==> src/rtl/bt_pkg.sv <==
package bt_pkg;

   // Source of the single RAM write port
   typedef enum logic {
      WSRC_PIPE  = 1'b0,
      WSRC_SWEEP = 1'b1
   } wsrc_e;

   // Stages between the RAM read request and the registered write-back
   localparam int unsigned BT_RD_LAT = 1;
   // Forwarding depth: the pending write plus the write landing with a read
   localparam int unsigned BT_FWD_N  = BT_RD_LAT + 1;

endpackage

==> src/rtl/bt_ram.sv <==
module bt_ram #(
   parameter int unsigned AW = 6,
   parameter int unsigned DW = 10
) (
   input  logic          clk,
   input  logic          rst_n,
   input  logic          we,
   input  logic [AW-1:0] wa,
   input  logic [DW-1:0] wd,
   input  logic          ren_a,
   input  logic [AW-1:0] ra_a,
   output logic [DW-1:0] qa,
   input  logic          ren_b,
   input  logic [AW-1:0] ra_b,
   output logic [DW-1:0] qb
);
   localparam int unsigned DEPTH = 1 << AW;

   logic [DW-1:0] mem [DEPTH];

   // Array has no reset, like a real block RAM
   always_ff @(posedge clk) begin
      if (we) mem[wa] <= wd;
   end

   // Read registers return the old word on a same-edge write
   always_ff @(posedge clk or negedge rst_n) begin
      if (!rst_n) begin
         qa <= '0;
         qb <= '0;
      end else begin
         if (ren_a) qa <= mem[ra_a];
         if (ren_b) qb <= mem[ra_b];
      end
   end
endmodule

==> src/rtl/bt_clear_ctl.sv <==
module bt_clear_ctl #(
   parameter int unsigned BIN_W   = 6,
   parameter int unsigned EPOCH_W = 2
) (
   input  logic               clk,
   input  logic               rst_n,
   input  logic               clear_req,
   output logic               ready,
   output logic [EPOCH_W-1:0] epoch,
   output logic               sweep_we,
   output logic [BIN_W-1:0]   sweep_addr
);
   logic sweep;

   always_ff @(posedge clk or negedge rst_n) begin
      if (!rst_n) begin
         sweep      <= 1'b1;
         sweep_addr <= '0;
         epoch      <= '0;
      end else if (sweep) begin
         sweep_addr <= sweep_addr + 1'b1;
         if (&sweep_addr) sweep <= 1'b0;
      end else if (clear_req) begin
         if (&epoch) begin
            sweep      <= 1'b1;
            sweep_addr <= '0;
            epoch      <= '0;
         end else begin
            epoch <= epoch + 1'b1;
         end
      end
   end

   assign ready    = ~sweep;
   assign sweep_we = sweep;


   wrap_sweep_chk: assert property (@(posedge clk) disable iff (!rst_n)
      (clear_req && !sweep && (&epoch)) |=> (sweep && sweep_addr == '0 && epoch == '0))
      else $error("wrap clear did not start a sweep");


   epoch_step_chk: assert property (@(posedge clk) disable iff (!rst_n)
      (clear_req && !sweep && !(&epoch)) |=> (!sweep && epoch == $past(epoch) + 1'b1))
      else $error("clear did not advance the epoch");


   sweep_walk_chk: assert property (@(posedge clk) disable iff (!rst_n)
      (sweep && !(&sweep_addr)) |=> (sweep && sweep_addr == $past(sweep_addr) + 1'b1))
      else $error("sweep skipped or ended early");
endmodule

==> src/rtl/bt_update.sv <==
module bt_update
   import bt_pkg::*;
#(
   parameter int unsigned BIN_W    = 6,
   parameter int unsigned CNT_W    = 8,
   parameter int unsigned EPOCH_W  = 2,
   parameter bit          SATURATE = 1'b1
) (
   input  logic               clk,
   input  logic               rst_n,
   input  logic               acc,
   input  logic [BIN_W-1:0]   bin_in,
   input  logic [EPOCH_W-1:0] epoch,
   input  logic [CNT_W-1:0]   ram_cnt,
   input  logic [EPOCH_W-1:0] ram_tag,
   output logic               wr_v,
   output logic [BIN_W-1:0]   wr_bin,
   output logic [EPOCH_W-1:0] wr_ep,
   output logic [CNT_W-1:0]   wr_cnt
);
   localparam int unsigned FWD = BT_FWD_N;
   localparam logic [CNT_W-1:0] CMAX = '1;

   // Stage aligned with the RAM read data
   logic               v1;
   logic [BIN_W-1:0]   bin1;
   logic [EPOCH_W-1:0] ep1;

   // History: [0] = write pending, [1] = write landing this cycle
   logic               hv   [FWD];
   logic [BIN_W-1:0]   hbin [FWD];
   logic [EPOCH_W-1:0] hep  [FWD];
   logic [CNT_W-1:0]   hcnt [FWD];

   logic [FWD-1:0]     fmatch;
   logic [CNT_W-1:0]   base;
   logic [CNT_W-1:0]   nxt;

   always_ff @(posedge clk or negedge rst_n) begin
      if (!rst_n) begin
         v1   <= 1'b0;
         bin1 <= '0;
         ep1  <= '0;
      end else begin
         v1   <= acc;
         bin1 <= bin_in;
         ep1  <= epoch;
      end
   end

   genvar k;
   generate
      for (k = 0; k < FWD; k++) begin : g_match
         assign fmatch[k] = hv[k] && (hbin[k] == bin1) && (hep[k] == ep1);
      end
   endgenerate

   // Newest matching stage wins; otherwise the RAM word, zero if stale
   always_comb begin
      base = (ram_tag == ep1) ? ram_cnt : '0;
      for (int i = FWD - 1; i >= 0; i--) begin
         if (fmatch[i]) base = hcnt[i];
      end
   end

   generate
      if (SATURATE) begin : g_sat
         assign nxt = (base == CMAX) ? base : CNT_W'(base + 1'b1);
      end else begin : g_wrap
         assign nxt = CNT_W'(base + 1'b1);
      end
   endgenerate

   always_ff @(posedge clk or negedge rst_n) begin
      if (!rst_n) begin
         for (int i = 0; i < FWD; i++) begin
            hv[i]   <= 1'b0;
            hbin[i] <= '0;
            hep[i]  <= '0;
            hcnt[i] <= '0;
         end
      end else begin
         hv[0]   <= v1;
         hbin[0] <= bin1;
         hep[0]  <= ep1;
         hcnt[0] <= nxt;
         for (int i = 1; i < FWD; i++) begin
            hv[i]   <= hv[i-1];
            hbin[i] <= hbin[i-1];
            hep[i]  <= hep[i-1];
            hcnt[i] <= hcnt[i-1];
         end
      end
   end

   assign wr_v   = hv[0];
   assign wr_bin = hbin[0];
   assign wr_ep  = hep[0];
   assign wr_cnt = hcnt[0];

   generate
      if (SATURATE) begin : g_sat_chk

         no_wrap_chk: assert property (@(posedge clk) disable iff (!rst_n)
            hv[0] |-> (hcnt[0] != '0))
            else $error("count wrapped to zero");
      end
   endgenerate


   fwd_pending_chk: assert property (@(posedge clk) disable iff (!rst_n)
      (v1 && hv[0] && bin1 == hbin[0] && ep1 == hep[0] && hcnt[0] != CMAX)
      |=> (hcnt[0] == CNT_W'($past(hcnt[0]) + 1'b1)))
      else $error("back-to-back hit lost");


   fwd_landing_chk: assert property (@(posedge clk) disable iff (!rst_n)
      (v1 && !(hv[0] && bin1 == hbin[0] && ep1 == hep[0])
          && hv[1] && bin1 == hbin[1] && ep1 == hep[1] && hcnt[1] != CMAX)
      |=> (hcnt[0] == CNT_W'($past(hcnt[1]) + 1'b1)))
      else $error("hit two cycles apart lost");
endmodule

==> src/rtl/bin_tally.sv <==
module bin_tally
   import bt_pkg::*;
#(
   parameter int unsigned BIN_W    = 6,
   parameter int unsigned CNT_W    = 8,
   parameter int unsigned EPOCH_W  = 2,
   parameter bit          SATURATE = 1'b1
) (
   input  logic             clk,
   input  logic             rst_n,
   input  logic             hit_valid,
   input  logic [BIN_W-1:0] hit_bin,
   input  logic             clear_req,
   input  logic             rd_en,
   input  logic [BIN_W-1:0] rd_addr,
   output logic [CNT_W-1:0] rd_data,
   output logic             ready
);
   localparam int unsigned WORD_W = CNT_W + EPOCH_W;

   generate
      if (BIN_W < 2 || BIN_W > 12) begin : g_bad_bin
         $error("BIN_W must lie in 2..12");
      end
      if (CNT_W < 2) begin : g_bad_cnt
         $error("CNT_W must be at least 2");
      end
      if (EPOCH_W < 1 || EPOCH_W > 8) begin : g_bad_ep
         $error("EPOCH_W must lie in 1..8");
      end
   endgenerate

   logic               acc;
   logic [EPOCH_W-1:0] epoch;
   logic               sweep_we;
   logic [BIN_W-1:0]   sweep_addr;
   logic               up_v;
   logic [BIN_W-1:0]   up_bin;
   logic [EPOCH_W-1:0] up_ep;
   logic [CNT_W-1:0]   up_cnt;
   logic               ram_we;
   logic [BIN_W-1:0]   ram_wa;
   logic [WORD_W-1:0]  ram_wd;
   logic [WORD_W-1:0]  qa, qb;
   logic [EPOCH_W-1:0] rd_ep;
   wsrc_e              wsrc;

   assign acc = hit_valid & ready & ~clear_req;

   bt_clear_ctl #(.BIN_W(BIN_W), .EPOCH_W(EPOCH_W)) u_clear (
      .clk        (clk),
      .rst_n      (rst_n),
      .clear_req  (clear_req),
      .ready      (ready),
      .epoch      (epoch),
      .sweep_we   (sweep_we),
      .sweep_addr (sweep_addr)
   );

   bt_update #(.BIN_W(BIN_W), .CNT_W(CNT_W), .EPOCH_W(EPOCH_W),
               .SATURATE(SATURATE)) u_update (
      .clk     (clk),
      .rst_n   (rst_n),
      .acc     (acc),
      .bin_in  (hit_bin),
      .epoch   (epoch),
      .ram_cnt (qa[CNT_W-1:0]),
      .ram_tag (qa[WORD_W-1:CNT_W]),
      .wr_v    (up_v),
      .wr_bin  (up_bin),
      .wr_ep   (up_ep),
      .wr_cnt  (up_cnt)
   );

   // Sweep owns the write port; pipeline writes then belong to a dead epoch
   assign wsrc   = sweep_we ? WSRC_SWEEP : WSRC_PIPE;
   assign ram_we = (wsrc == WSRC_SWEEP) | up_v;
   assign ram_wa = (wsrc == WSRC_SWEEP) ? sweep_addr : up_bin;
   assign ram_wd = (wsrc == WSRC_SWEEP) ? '0 : {up_ep, up_cnt};

   bt_ram #(.AW(BIN_W), .DW(WORD_W)) u_ram (
      .clk   (clk),
      .rst_n (rst_n),
      .we    (ram_we),
      .wa    (ram_wa),
      .wd    (ram_wd),
      .ren_a (acc),
      .ra_a  (hit_bin),
      .qa    (qa),
      .ren_b (rd_en),
      .ra_b  (rd_addr),
      .qb    (qb)
   );

   always_ff @(posedge clk or negedge rst_n) begin
      if (!rst_n)     rd_ep <= '0;
      else if (rd_en) rd_ep <= epoch;
   end

   assign rd_data = (qb[WORD_W-1:CNT_W] == rd_ep) ? qb[CNT_W-1:0] : '0;


   rd_hold_chk: assert property (@(posedge clk) disable iff (!rst_n)
      !rd_en |=> $stable(rd_data))
      else $error("host data changed without a read");


   drop_chk: assert property (@(posedge clk) disable iff (!rst_n)
      (hit_valid && (!ready || clear_req)) |=> !$past(acc))
      else $error("hit accepted while blocked");
endmodule

==> config.mk <==
export PLATFORM = sky130hd
export DESIGN_NAME = bin_tally
export DESIGN_NICKNAME = d
export VERILOG_FILES = /design/src/rtl/bt_pkg.sv /design/src/rtl/bt_ram.sv /design/src/rtl/bt_clear_ctl.sv /design/src/rtl/bt_update.sv /design/src/rtl/bin_tally.sv
export SDC_FILE = /design/constraint.sdc
export NUM_CORES = 1
export LEC_CHECK = 0
export ABC_AREA = 0
export BUFFER_PORTS_ARGS = -buffer_cell sky130_fd_sc_hd__buf_4
export CORE_MARGIN = 2
export CORE_UTILIZATION = 35
export DETAILED_ROUTE_END_ITERATION = 6
export SYNTH_ARGS = -nofsm -noshare
export SYNTH_HDL_FRONTEND = slang
export SYNTH_SLANG_ARGS = --single-unit
==> constraint.sdc <==
create_clock -name clk -period 3.89 [get_ports clk]
set_clock_uncertainty 0.2 [all_clocks]
set_input_delay 0.5835 -clock clk [delete_from_list [all_inputs] [get_ports clk]]
set_output_delay 0.5835 -clock clk [all_outputs]
set_load 0.05 [all_outputs]
==> flow_summary.toml <==
[worst_setup_path]
critPathLaunch = "u_clear.sweep_we$_DFF_PN1_"
critPathKind = "flip-flop to flip-flop"
regToRegSetupSlack_ps = 680
cp.arrival_ps = 3330
slowest_stage = "nor2_1"
reg2reg_depth = 5
max_stage_delay_ps = 690
crit_required_ps = 4010
regToRegEndpoint = "u_ram.mem[32][6]$_DFFE_PP_"
end_kind = "flip-flop"
worstReg2RegStart = "u_clear.sweep_we$_DFF_PN1_"
critPathCapture = "u_ram.mem[32][6]$_DFFE_PP_"
start_kind = "flip-flop"
cp_max_fo = 9
crit_chain = "inv_1, o21ai_0, nand2_1, nor2_1, buf_4"

[timing]
postLayoutSetupSlackWorst_ps = 676.7
fmax_mhz = 311.2
worst_pin_slew_ps = 1307
rsz0062_at_grt = "no"
slew_headroom_pct = 12.72
hold_violations = 0
slew_viol_final = 0
timing.hold.ws_ps = 148.1
finalSetupViolations = 0
finalCriticalPeriod_ps = 3213
finalSetupTns_ps = 0
period_share_pct = 82.61

[clock_network]
clk_latency_ps = 640
cts_tree = "done"
numClockSinks = 714
cts.repair.resized = 0
root_buffer = "clkbuf_16"
ctsLongestPathBuffers = 3
cts_made_buffers = 76
cts_hold_buf = 3
path_clk_slew_ps = 60
htreeDepth = 3
cts_setup_buffers = 0

[logic_synthesis]
synth_nets = 1596
async_reset_ff_share_pct = 10.36
ys_seq_elements = 714
synth.top_cell.area_share_pct = 58.76
ys_seq_area_share_pct = 64.43
avgSynthCellArea_um2 = 20.74
synth_cells = 1577
synth_top_cell_by_area = "edfxtp_1"
netlist_top_cells_count = "edfxtp_1 (640), mux4_2 (400), nor2_1 (74)"
synth_edf_count = 640
synth_most_common_cell = "edfxtp_1"
synth_cell_types = 44
ys_top_cells_by_area = "edfxtp_1 (59%), mux4_2 (28%), dfrtp_1 (5.6%)"
syn-cell-area_mm2 = 0.03271
synth_ff_type = "edfxtp_1"
yosys_warnings = 0

[drt]
wl_mm = 92.33
viasPerCell = 5.886
antenna_left = 0
drc = 0
wl_per_cell_um = 30.59
route.vias.total = 17765
drtIter0Drc = 2239
dr.pass1.iters = 7

[grt]
grt_overflow = 0
grt_max_degree = 75
antenna_found_initial = 1
grt_use_total_pct = 19.53
first_global_vias = 18129
grt_pass1_wl_mm = 132.6

[pwr]
clock_power_share_pct = 35.8
p_leak_nw = 12.37
p_sw_mw = 5.686
seqPwrFrac_pct = 46.9
power_frac_comb_pct = 17.3
powerDensity_mw_per_mm2 = 544.3
p_int_mw = 14.92
sw_frac_of_total_pct = 27.60
vdd_drop_max_mv = 0.3231

[place]
dp_slack_ps = 313.5
place.port_buffers = 25
place.gp.congestion = 0.8524
hpwl_mm = 58.98

[floorplanning]
start_util_pct = 35.20
core_area_mm2 = 0.09291
die_area_mm2 = 0.09590
chipWidth_um = 309.7
std_cell_rows = 112
die_y_um = 309.7
ioPinCount = 26

[final_layout]
num-nets-final = 1720
final_layout_size_suffix_gt1_share_pct = 39.19
fillCellCount = 8079
area_growth_pct = 15.74
register_area_mm2 = 0.02107
multi_input_area_mm2 = 0.01119

[run]
maxCapViolCount = 0

[hold_path]
worst_hold_path_type = "flip-flop to flip-flop"

[status]
status = "complete, no violations"
[metrics by stage]
step / cells / power [mW] / util [%] / area [um^2]
detailed placement: 2874 / 13.35 / 37.99 / 35290
CTS: 3017 / 20.70 / 40.74 / 37850
floorplan: 1577 / 11.75 / - / 32710
global placement: 2874 / 13.27 / 37.99 / 35290
finish: 3018 / 20.60 / 40.74 / 37850
global route: 3017 / 21.28 / 40.74 / 37850
[per-layer routing]
layer | vias to the layer above | GRT usage [%] | share of wire [%]
met1 | 9621 | 27.24 | 41
met5 | - | 0 | 0
li1 | 7097 | - | -
met4 | 0 | 6.875 | 3.5
met2 | 864 | 30.64 | 47
met3 | 183 | 3.894 | 8.6
[cell families after synthesis]
kind of cell	synth area share [%]
flops	64.43
mux	28.16
simple gates	2.678
compound gates	2.449
buf+inv	1.595
xor+xnor	0.6159
fa+ha+maj	0.07650
[registers in the layout, summed over array words and instances, names as in the netlist, 6 cells and up]
| name | flops |
|---|---|
| u_clear.sweep_addr | 6 |
| u_update.hcnt | 8 |
| u_ram.mem | 640 |
| u_update.hbin | 6 |
| u_ram.qb | 10 |
| u_ram.qa | 10 |
| u_update.bin1 | 6 |
| u_update.wr_cnt | 8 |
| u_update.wr_bin | 6 |
[placed cells by master, fill, tap and decap left out, types with 4 or more instances in the layout]
cell,Yosys,final
edfxtp_1,640,640
mux4_2,400,400
buf_4,8,127
clkbuf_16,0,81
nor2_1,74,74
dfrtp_1,73,73
nand2_1,46,46
a22oi_1,40,40
a21oi_1,22,22
buf_12,0,22
xnor2_1,17,17
mux2_2,16,16
clkbuf_1,53,16
clkinv_1,0,16
and2_1,11,11
a21o_1,11,11
clkinv_2,0,11
nand3_1,10,10
o21ai_0,10,10
nor2b_4,0,10
nand4_1,9,9
o211ai_1,7,7
bufinv_16,0,7
xor2_1,6,6
o31ai_1,6,6
a31oi_1,6,6
nor3_1,5,5
nor3b_1,5,5
inv_1,5,5
nor2b_1,15,5
o21a_1,4,4
clkbuf_8,0,4
[critical path, delay by kind of cell (launching register included)]
family	cells	cell delay, ps
AO/OA/AOI/OAI	1	530
AND/OR/NAND/NOR	2	1200
buffers and inverters	2	440
flip-flops	1	530
[power by group through the flow]
stage / Combinational [mW] / Sequential, mW / Clock, mW
floorplan: 2.15 / 9.60 / 0
global placement: 3.52 / 9.75 / 0
detailed placement: 3.56 / 9.79 / 0
CTS: 3.57 / 9.64 / 7.49
global route: 3.77 / 9.72 / 7.79
finish: 3.57 / 9.66 / 7.37
[layout make-up]
| class | count | area share (%) |
|---|---|---|
| clock inverters | 39 | 1.021 |
| repair buffers | 156 | 3.900 |
| diodes | 1 | 0.006611 |
| clock buffers | 101 | 5.659 |
| multi-input cells | 748 | 29.55 |
| flip-flops and latches | 714 | 55.67 |
| well taps | 1254 | 4.145 |
| inverters | 5 | 0.04958 |
[worst min-delay path by stage]
stage | startpoint | endpoint | slack, ps | depth (start not counted)
floorplan | rst_n | rd_ep[0]$_DFFE_PN0P_ | 90 | 0
global placement | u_update.v1$_DFF_PN0_ | u_update.wr_v$_DFF_PN0_ | 140 | 0
detailed placement | u_update.v1$_DFF_PN0_ | u_update.wr_v$_DFF_PN0_ | 130 | 0
CTS | u_update.v1$_DFF_PN0_ | u_update.wr_v$_DFF_PN0_ | 150 | 0
global route | u_update.v1$_DFF_PN0_ | u_update.wr_v$_DFF_PN0_ | 150 | 0
finish | u_update.v1$_DFF_PN0_ | u_update.wr_v$_DFF_PN0_ | 150 | 0
Power figures use the tool's default switching activity.
